**config.mk**
```make
export PLATFORM = sky130hd
export DESIGN_NAME = ibyte_decoder
export DESIGN_NICKNAME = d
export VERILOG_FILES = /design/src/rtl/ibd_pkg.sv /design/src/rtl/ibd_fmt.sv /design/src/rtl/ibd_gather.sv /design/src/rtl/ibd_outreg.sv /design/src/rtl/ibyte_decoder.sv
export SDC_FILE = /design/constraint.sdc
export NUM_CORES = 1
export LEC_CHECK = 0
export ABC_CLOCK_PERIOD_IN_PS = 2200
export BUFFER_PORTS_ARGS = -buffer_cell sky130_fd_sc_hd__buf_2
export CAP_MARGIN = 20
export CORE_ASPECT_RATIO = 1.1
export CORE_MARGIN = 4
export CORE_UTILIZATION = 25
export DETAILED_ROUTE_END_ITERATION = 12
export GPL_TIMING_DRIVEN = 0
export PLACE_DENSITY = 0.42
export SLEW_MARGIN = 20
export SYNTH_ARGS = -nofsm -noshare
export SYNTH_HDL_FRONTEND = slang
export SYNTH_SLANG_ARGS = --single-unit
```
**constraint.sdc**
```tcl
create_clock -name clk -period 2.2 [get_ports clk]
set_input_delay 0.44 -clock clk [delete_from_list [all_inputs] [get_ports clk]]
set_output_delay 0.44 -clock clk [all_outputs]
set_load 0.05 [all_outputs]
```
**src/rtl/ibd_pkg.sv**
```systemverilog
package ibd_pkg;
  localparam logic [3:0] CL_HALT = 4'h0;
  localparam logic [3:0] CL_NOP  = 4'h1;
  localparam logic [3:0] CL_RR   = 4'h2;
  localparam logic [3:0] CL_IR   = 4'h3;
  localparam logic [3:0] CL_RM   = 4'h4;
  localparam logic [3:0] CL_MR   = 4'h5;
  localparam logic [3:0] CL_ALU  = 4'h6;
  localparam logic [3:0] CL_JMP  = 4'h7;
  localparam logic [3:0] CL_CALL = 4'h8;
  localparam logic [3:0] CL_RET  = 4'h9;
  localparam logic [3:0] CL_PUSH = 4'hA;
  localparam logic [3:0] CL_POP  = 4'hB;
  localparam logic [3:0] REG_NONE = 4'h8;

  // layout of the bytes that follow the first one
  typedef enum logic [1:0] {
    LAY_BARE = 2'd0,  // nothing follows
    LAY_REG  = 2'd1,  // register byte only
    LAY_DEST = 2'd2,  // constant only
    LAY_RC   = 2'd3   // register byte then constant
  } layout_e;

  function automatic layout_e layout_of(input logic [3:0] cls);
    case (cls)
      CL_RR, CL_ALU, CL_PUSH, CL_POP: layout_of = LAY_REG;
      CL_JMP, CL_CALL:                layout_of = LAY_DEST;
      CL_IR, CL_RM, CL_MR:            layout_of = LAY_RC;
      default:                        layout_of = LAY_BARE;
    endcase
  endfunction
endpackage

```
**src/rtl/ibd_fmt.sv**
```systemverilog
module ibd_fmt
  import ibd_pkg::*;
#(
  parameter int WORD_BYTES = 4,
  parameter int LEN_W      = 3
) (
  input  logic [3:0]       cls,
  output layout_e          lay,
  output logic [LEN_W-1:0] len,
  output logic             bad
);
  always_comb begin
    bad = (cls > CL_POP);
    lay = layout_of(cls);
    case (lay)
      LAY_REG:  len = LEN_W'(2);
      LAY_DEST: len = LEN_W'(1 + WORD_BYTES);
      LAY_RC:   len = LEN_W'(2 + WORD_BYTES);
      default:  len = LEN_W'(1);
    endcase
  end
endmodule

```
**src/rtl/ibd_gather.sv**
```systemverilog
module ibd_gather
  import ibd_pkg::*;
#(
  parameter int WORD_BYTES = 4,
  parameter int LEN_W      = 3,
  localparam int WORD_W    = 8 * WORD_BYTES
) (
  input  logic              clk,
  input  logic              rst,
  input  logic              take,
  input  logic [7:0]        byte_in,
  output logic              fin,
  output logic [3:0]        r_cls,
  output logic [3:0]        r_func,
  output logic [3:0]        r_ra,
  output logic [3:0]        r_rb,
  output logic [WORD_W-1:0] r_word,
  output logic [LEN_W-1:0]  r_len,
  output logic              r_bad
);
  layout_e          f_lay;
  logic [LEN_W-1:0] f_len;
  logic             f_bad;

  ibd_fmt #(.WORD_BYTES(WORD_BYTES), .LEN_W(LEN_W)) u_fmt (
    .cls(byte_in[7:4]), .lay(f_lay), .len(f_len), .bad(f_bad)
  );

  logic             busy, n_busy;
  logic [LEN_W-1:0] idx, n_idx;
  logic [3:0]       h_cls, h_func, h_ra, h_rb;
  layout_e          h_lay, n_lay;
  logic [LEN_W-1:0] h_len;
  logic [WORD_W-1:0] h_word;

  always_comb begin
    n_busy = busy;
    n_idx  = idx;
    n_lay  = h_lay;
    r_cls  = h_cls;
    r_func = h_func;
    r_ra   = h_ra;
    r_rb   = h_rb;
    r_word = h_word;
    r_len  = h_len;
    r_bad  = 1'b0;
    fin    = 1'b0;
    if (take) begin
      if (!busy) begin
        r_cls  = byte_in[7:4];
        r_func = byte_in[3:0];
        r_ra   = REG_NONE;
        r_rb   = REG_NONE;
        r_word = '0;
        r_len  = f_len;
        r_bad  = f_bad;
        n_lay  = f_lay;
        if (f_len == LEN_W'(1)) begin
          fin = 1'b1;
        end else begin
          n_busy = 1'b1;
          n_idx  = LEN_W'(1);
        end
      end else begin
        if ((h_lay == LAY_REG || h_lay == LAY_RC) && idx == LEN_W'(1)) begin
          r_ra = byte_in[7:4];
          r_rb = byte_in[3:0];
        end else begin
          r_word = {byte_in, h_word[WORD_W-1:8]};
        end
        if (idx + LEN_W'(1) == h_len) begin
          fin    = 1'b1;
          n_busy = 1'b0;
          n_idx  = '0;
        end else begin
          n_idx = idx + LEN_W'(1);
        end
      end
    end
  end

  always_ff @(posedge clk) begin
    if (rst) begin
      busy   <= 1'b0;
      idx    <= '0;
      h_lay  <= LAY_BARE;
      h_cls  <= '0;
      h_func <= '0;
      h_ra   <= REG_NONE;
      h_rb   <= REG_NONE;
      h_word <= '0;
      h_len  <= LEN_W'(1);
    end else begin
      busy   <= n_busy;
      idx    <= n_idx;
      h_lay  <= n_lay;
      h_cls  <= r_cls;
      h_func <= r_func;
      h_ra   <= r_ra;
      h_rb   <= r_rb;
      h_word <= r_word;
      h_len  <= r_len;
    end
  end

  // a partly gathered instruction always has bytes still to come
  a_r2_idx_range: assert property (@(posedge clk) disable iff (rst)
    busy |-> (idx != '0) && (idx < h_len));
  // a record is only produced by an accepted byte
  a_r10_fin_on_take: assert property (@(posedge clk) disable iff (rst)
    fin |-> take);
endmodule

```
**src/rtl/ibd_outreg.sv**
```systemverilog
module ibd_outreg #(
  parameter int WORD_W = 32,
  parameter int LEN_W  = 3
) (
  input  logic              clk,
  input  logic              rst,
  input  logic              fin,
  input  logic [3:0]        d_cls,
  input  logic [3:0]        d_func,
  input  logic [3:0]        d_ra,
  input  logic [3:0]        d_rb,
  input  logic [WORD_W-1:0] d_word,
  input  logic [LEN_W-1:0]  d_len,
  input  logic              d_bad,
  input  logic              q_ready,
  output logic              q_valid,
  output logic [3:0]        q_cls,
  output logic [3:0]        q_func,
  output logic [3:0]        q_ra,
  output logic [3:0]        q_rb,
  output logic [WORD_W-1:0] q_word,
  output logic [LEN_W-1:0]  q_len,
  output logic              q_bad
);
  always_ff @(posedge clk) begin
    if (rst) begin
      q_valid <= 1'b0;
      q_cls   <= '0;
      q_func  <= '0;
      q_ra    <= '0;
      q_rb    <= '0;
      q_word  <= '0;
      q_len   <= '0;
      q_bad   <= 1'b0;
    end else if (fin) begin
      q_valid <= 1'b1;
      q_cls   <= d_cls;
      q_func  <= d_func;
      q_ra    <= d_ra;
      q_rb    <= d_rb;
      q_word  <= d_word;
      q_len   <= d_len;
      q_bad   <= d_bad;
    end else if (q_ready) begin
      q_valid <= 1'b0;
    end
  end

  // a record that is not taken stays put
  a_r7_hold: assert property (@(posedge clk) disable iff (rst)
    (q_valid && !q_ready) |=> q_valid && $stable(q_word) && $stable(q_cls)
      && $stable(q_ra) && $stable(q_rb) && $stable(q_len));
endmodule

```
**src/rtl/ibyte_decoder.sv**
```systemverilog
module ibyte_decoder
  import ibd_pkg::*;
#(
  parameter int WORD_BYTES = 4,
  localparam int WORD_W    = 8 * WORD_BYTES,
  localparam int LEN_W     = $clog2(WORD_BYTES + 3)
) (
  input  logic              clk,
  input  logic              rst,
  input  logic              in_valid,
  input  logic [7:0]        in_byte,
  output logic              in_ready,
  output logic              out_valid,
  input  logic              out_ready,
  output logic [3:0]        out_class,
  output logic [3:0]        out_func,
  output logic [3:0]        out_ra,
  output logic [3:0]        out_rb,
  output logic [WORD_W-1:0] out_const,
  output logic [LEN_W-1:0]  out_len,
  output logic              out_bad
);
  logic              take, fin;
  logic [3:0]        g_cls, g_func, g_ra, g_rb;
  logic [WORD_W-1:0] g_word;
  logic [LEN_W-1:0]  g_len;
  logic              g_bad;

  assign in_ready = !out_valid || out_ready;
  assign take     = in_valid && in_ready;

  ibd_gather #(.WORD_BYTES(WORD_BYTES), .LEN_W(LEN_W)) u_gather (
    .clk(clk), .rst(rst), .take(take), .byte_in(in_byte), .fin(fin),
    .r_cls(g_cls), .r_func(g_func), .r_ra(g_ra), .r_rb(g_rb),
    .r_word(g_word), .r_len(g_len), .r_bad(g_bad)
  );

  ibd_outreg #(.WORD_W(WORD_W), .LEN_W(LEN_W)) u_out (
    .clk(clk), .rst(rst), .fin(fin),
    .d_cls(g_cls), .d_func(g_func), .d_ra(g_ra), .d_rb(g_rb),
    .d_word(g_word), .d_len(g_len), .d_bad(g_bad),
    .q_ready(out_ready), .q_valid(out_valid),
    .q_cls(out_class), .q_func(out_func), .q_ra(out_ra), .q_rb(out_rb),
    .q_word(out_const), .q_len(out_len), .q_bad(out_bad)
  );

  // nothing is presented right after reset
  a_r1_reset_idle: assert property (@(posedge clk)
    $past(rst) |-> !out_valid);
  // an undefined class is a single byte with no operands
  a_r6_bad_short: assert property (@(posedge clk) disable iff (rst)
    (out_valid && out_bad) |-> (out_len == LEN_W'(1)) && (out_class > CL_POP)
      && (out_ra == REG_NONE) && (out_rb == REG_NONE));
  // jump and call carry no register byte
  a_r4_dest_noreg: assert property (@(posedge clk) disable iff (rst)
    (out_valid && (out_class == CL_JMP || out_class == CL_CALL))
      |-> (out_ra == REG_NONE) && (out_rb == REG_NONE));
  // one-byte instructions carry no constant
  a_r5_short_zero: assert property (@(posedge clk) disable iff (rst)
    (out_valid && out_len == LEN_W'(1)) |-> (out_const == '0));
endmodule

```
==> results.md <==
* Final net count at 482
* Leak pwr at 2.14 nW
* Via count at 2,950
* PortBufs at 65
* Hold Buf Count CTS at 0
* Synth warn at 0
* Pins Over Slew Limit at 0
* Share of cells above drive strength 1 at 0.230
* Dpl hpwl at 7.56 mm
* CTS Sinks at 109
* Setup violations, final at 0
* GRT Total Usage at 0.122
* Crit. End Element: flip-flop
* Commonest non-fill, non-tap cell in the layout: dfxtp_1
* Worst relative slew slack at 0.641
* Max_cap viols at 0
* Mapped Area at 0.00380 mm^2
* Antenna diodes at 0
* Worst-path clk slew at 0.07 ns
* Max FO, Critical Path at 9
* Clock root buffer: clkbuf_16
* GP Congestion at 0.770
* Min Clock Period, post-route at 2.03 ns
* # IOs at 66
* Final period utilization at 0.921
* Starting density of the core at 0.253
* Drt drc at 0
* Core ar. at 0.0150 mm^2
* Clk_lat worst skew at 0.36 ns
* HP Class: input port to flip-flop
* DRT antenna net count at 0
* Die Area at 0.0172 mm^2
* DR iter-0 viols at 103
* Slew at the pin with the worst max-slew slack at 0.537 ns
* Vias in the first global route at 2,987
* TritonCTS clock tree: yes
* First-pass GRT wire length at 16.1 mm
* Post-synthesis cell count at 392
* Seq/Total Area, Yosys at 0.574
* Die Y at 137 um
* Critical path startpoint category: flip-flop
* WS Path Type: flip-flop to flip-flop
* Power density over the cells at 1020 mW/mm^2
* CTS max path bufs at 2
* CTS Buf Count at 9
* Crit path DAT at 2.29 ns
* Peak VDD IR at 0.356 mV
* Final TNS setup at 0 ns
* Top_reg_cell synth: dfxtp_1
* # rows at 47
* Status: finished, final reports clean
* Required @ worst endpoint at 2.46 ns
* Die W at 126 um
* Routed WL at 10.2 mm
* Synth-to-Final Area Change at 23.5%
* Synth Area per Inst at 9.69 um^2
* #FFs+latches synth at 109
* Initial DRT Pass Iterations at 4
* Gr ovfl total at 0
* Highest-count cells in the layout ignoring fill and taps: 109 x dfxtp_1, 90 x nand2_1, 83 x buf_2
* Max H-tree Level at 3
* Worst clock skew at 0.00678 ns
* Largest net degree at the start of global routing at 18
* Initial antenna violation count at 0
* Share of synthesized registers carrying an async set or reset at 0
* Post-layout util at 0.313
* Syn nets at 406
* Fin. Hold Viols at 0
* EDFF count, synth at 0
* RSZ-0062 raised after global routing: no
* Wirelength per Cell at 15.2 um
* DR vias/cell at 4.41
* Fmax at 494 MHz
* Cell variety after synth at 41
## through the flow
stage,total power [mW],cell area (um^2),instances,setup WS [ns],hold WS [ns]
4_1_cts,4.90,4680,669,0.0928,0.377
3_3_place_gp,3.18,4370,653,0.0711,0.449
2_1_floorplan,2.94,3800,392,0.0415,0.432
3_5_place_dp,3.19,4370,653,0.0982,0.457
5_1_grt,5.03,4690,669,0.0180,0.401
6_report,4.81,4690,669,0.174,0.389
## cell type report
cell class / instances / area, um^2
fillers: 1587 / 10300
clock inverters: 4 / 53.8
flip-flops and latches: 109 / 2180
well taps: 196 / 245
inverters: 5 / 18.8
multi-input cells: 250 / 1460
clock buffers: 12 / 256
plain buffers: 28 / 151
repair buffers: 65 / 325
## critical path: stages, from the launching register on
cell	delay, ns
dfxtp_1	0.44
ha_1	0.18
and3b_1	0.14
buf_2	0.19
nand3_1	0.42
nor2_1	0.22
a21oi_1	0.08
a311oi_1	0.27
## routing by layer
layer / vias up / share of wire / track usage
met5: - / 0 / 0
met4: 0 / 0.016 / 0.0566
met3: 12 / 0.033 / 0.0295
met2: 46 / 0.48 / 0.197
met1: 1381 / 0.47 / 0.154
li1: 1511 / - / -
## synthesized netlist by cell type, types with 2 or more instances
library cell	n	area share
a211oi_1	2	0.0040
a21oi_1	48	0.063
a311oi_1	2	0.0046
and2_1	2	0.0033
buf_2	18	0.024
buf_4	2	0.0040
buf_6	2	0.0059
clkbuf_1	6	0.0059
dfxtp_1	109	0.57
ha_1	2	0.0066
inv_1	4	0.0040
mux2i_1	4	0.011
nand2_1	90	0.089
nand2b_1	6	0.0099
nand3_1	9	0.012
nor2_1	13	0.013
o21ai_0	2	0.0026
o22a_1	47	0.11
xor2_1	2	0.0046
## kinds of logic (layout without fill, tap and decap cells)
group,Yosys count,after routing,synth area share
compound gates,111,111,0.205
xor+xnor,3,3,0.0105
fa+ha+maj,2,2,0.00658
buf+inv,33,114,0.0444
flops,109,109,0.574
mux,4,4,0.0105
simple gates,130,130,0.149
## repair_timing
action / CTS / global route
hold endpoints to repair: 0 / 0
buffers inserted: 0 / 0
endpoints found under the setup margin: 0 / 15
gates resized for setup: 0 / 4
## registers in the layout, summed over array words and instances, names as in the netlist
register         flops
u_out.q_len          3
u_gather.h_ra        4
u_gather.idx         3
u_gather.h_rb        4
u_gather.h_func      4
u_out.q_ra           4
u_out.q_rb           4
u_out.q_valid        1
u_out.q_cls          4
u_gather.busy        1
u_out.q_bad          1
u_out.q_word        32
u_gather.h_word     32
u_gather.h_cls       4
u_gather.h_lay       1
u_out.q_func         4
u_gather.h_len       3
## where the power goes
| part | switching, mW | internal (mW) |
|---|---|---|
| Sequential | 0.0747 | 2.12 |
| Clock | 0.726 | 0.949 |
| Combinational | 0.691 | 0.250 |
| Total | 1.49 | 3.32 |
## path summary, 6_finish.rpt
| kind | start | endpoint | slack, ns | depth (start not counted) |
|---|---|---|---|---|
| worst max-delay path | u_gather.idx[0]$_SDFFE_PP0P_ | u_out.q_ra[3]$_SDFFE_PP0P_ | 0.17 | 7 |
| worst max register to register | u_gather.idx[0]$_SDFFE_PP0P_ | u_out.q_ra[3]$_SDFFE_PP0P_ | 0.17 | 7 |
| worst min-delay path | in_byte[0] | u_gather.h_func[0]$_SDFF_PP0_ | 0.39 | 3 |
| worst min register to register | u_out.q_bad$_SDFFE_PP0P_ | u_out.q_bad$_SDFFE_PP0P_ | 0.46 | 2 |
Note: power is estimated with default switching activity, not from simulation.
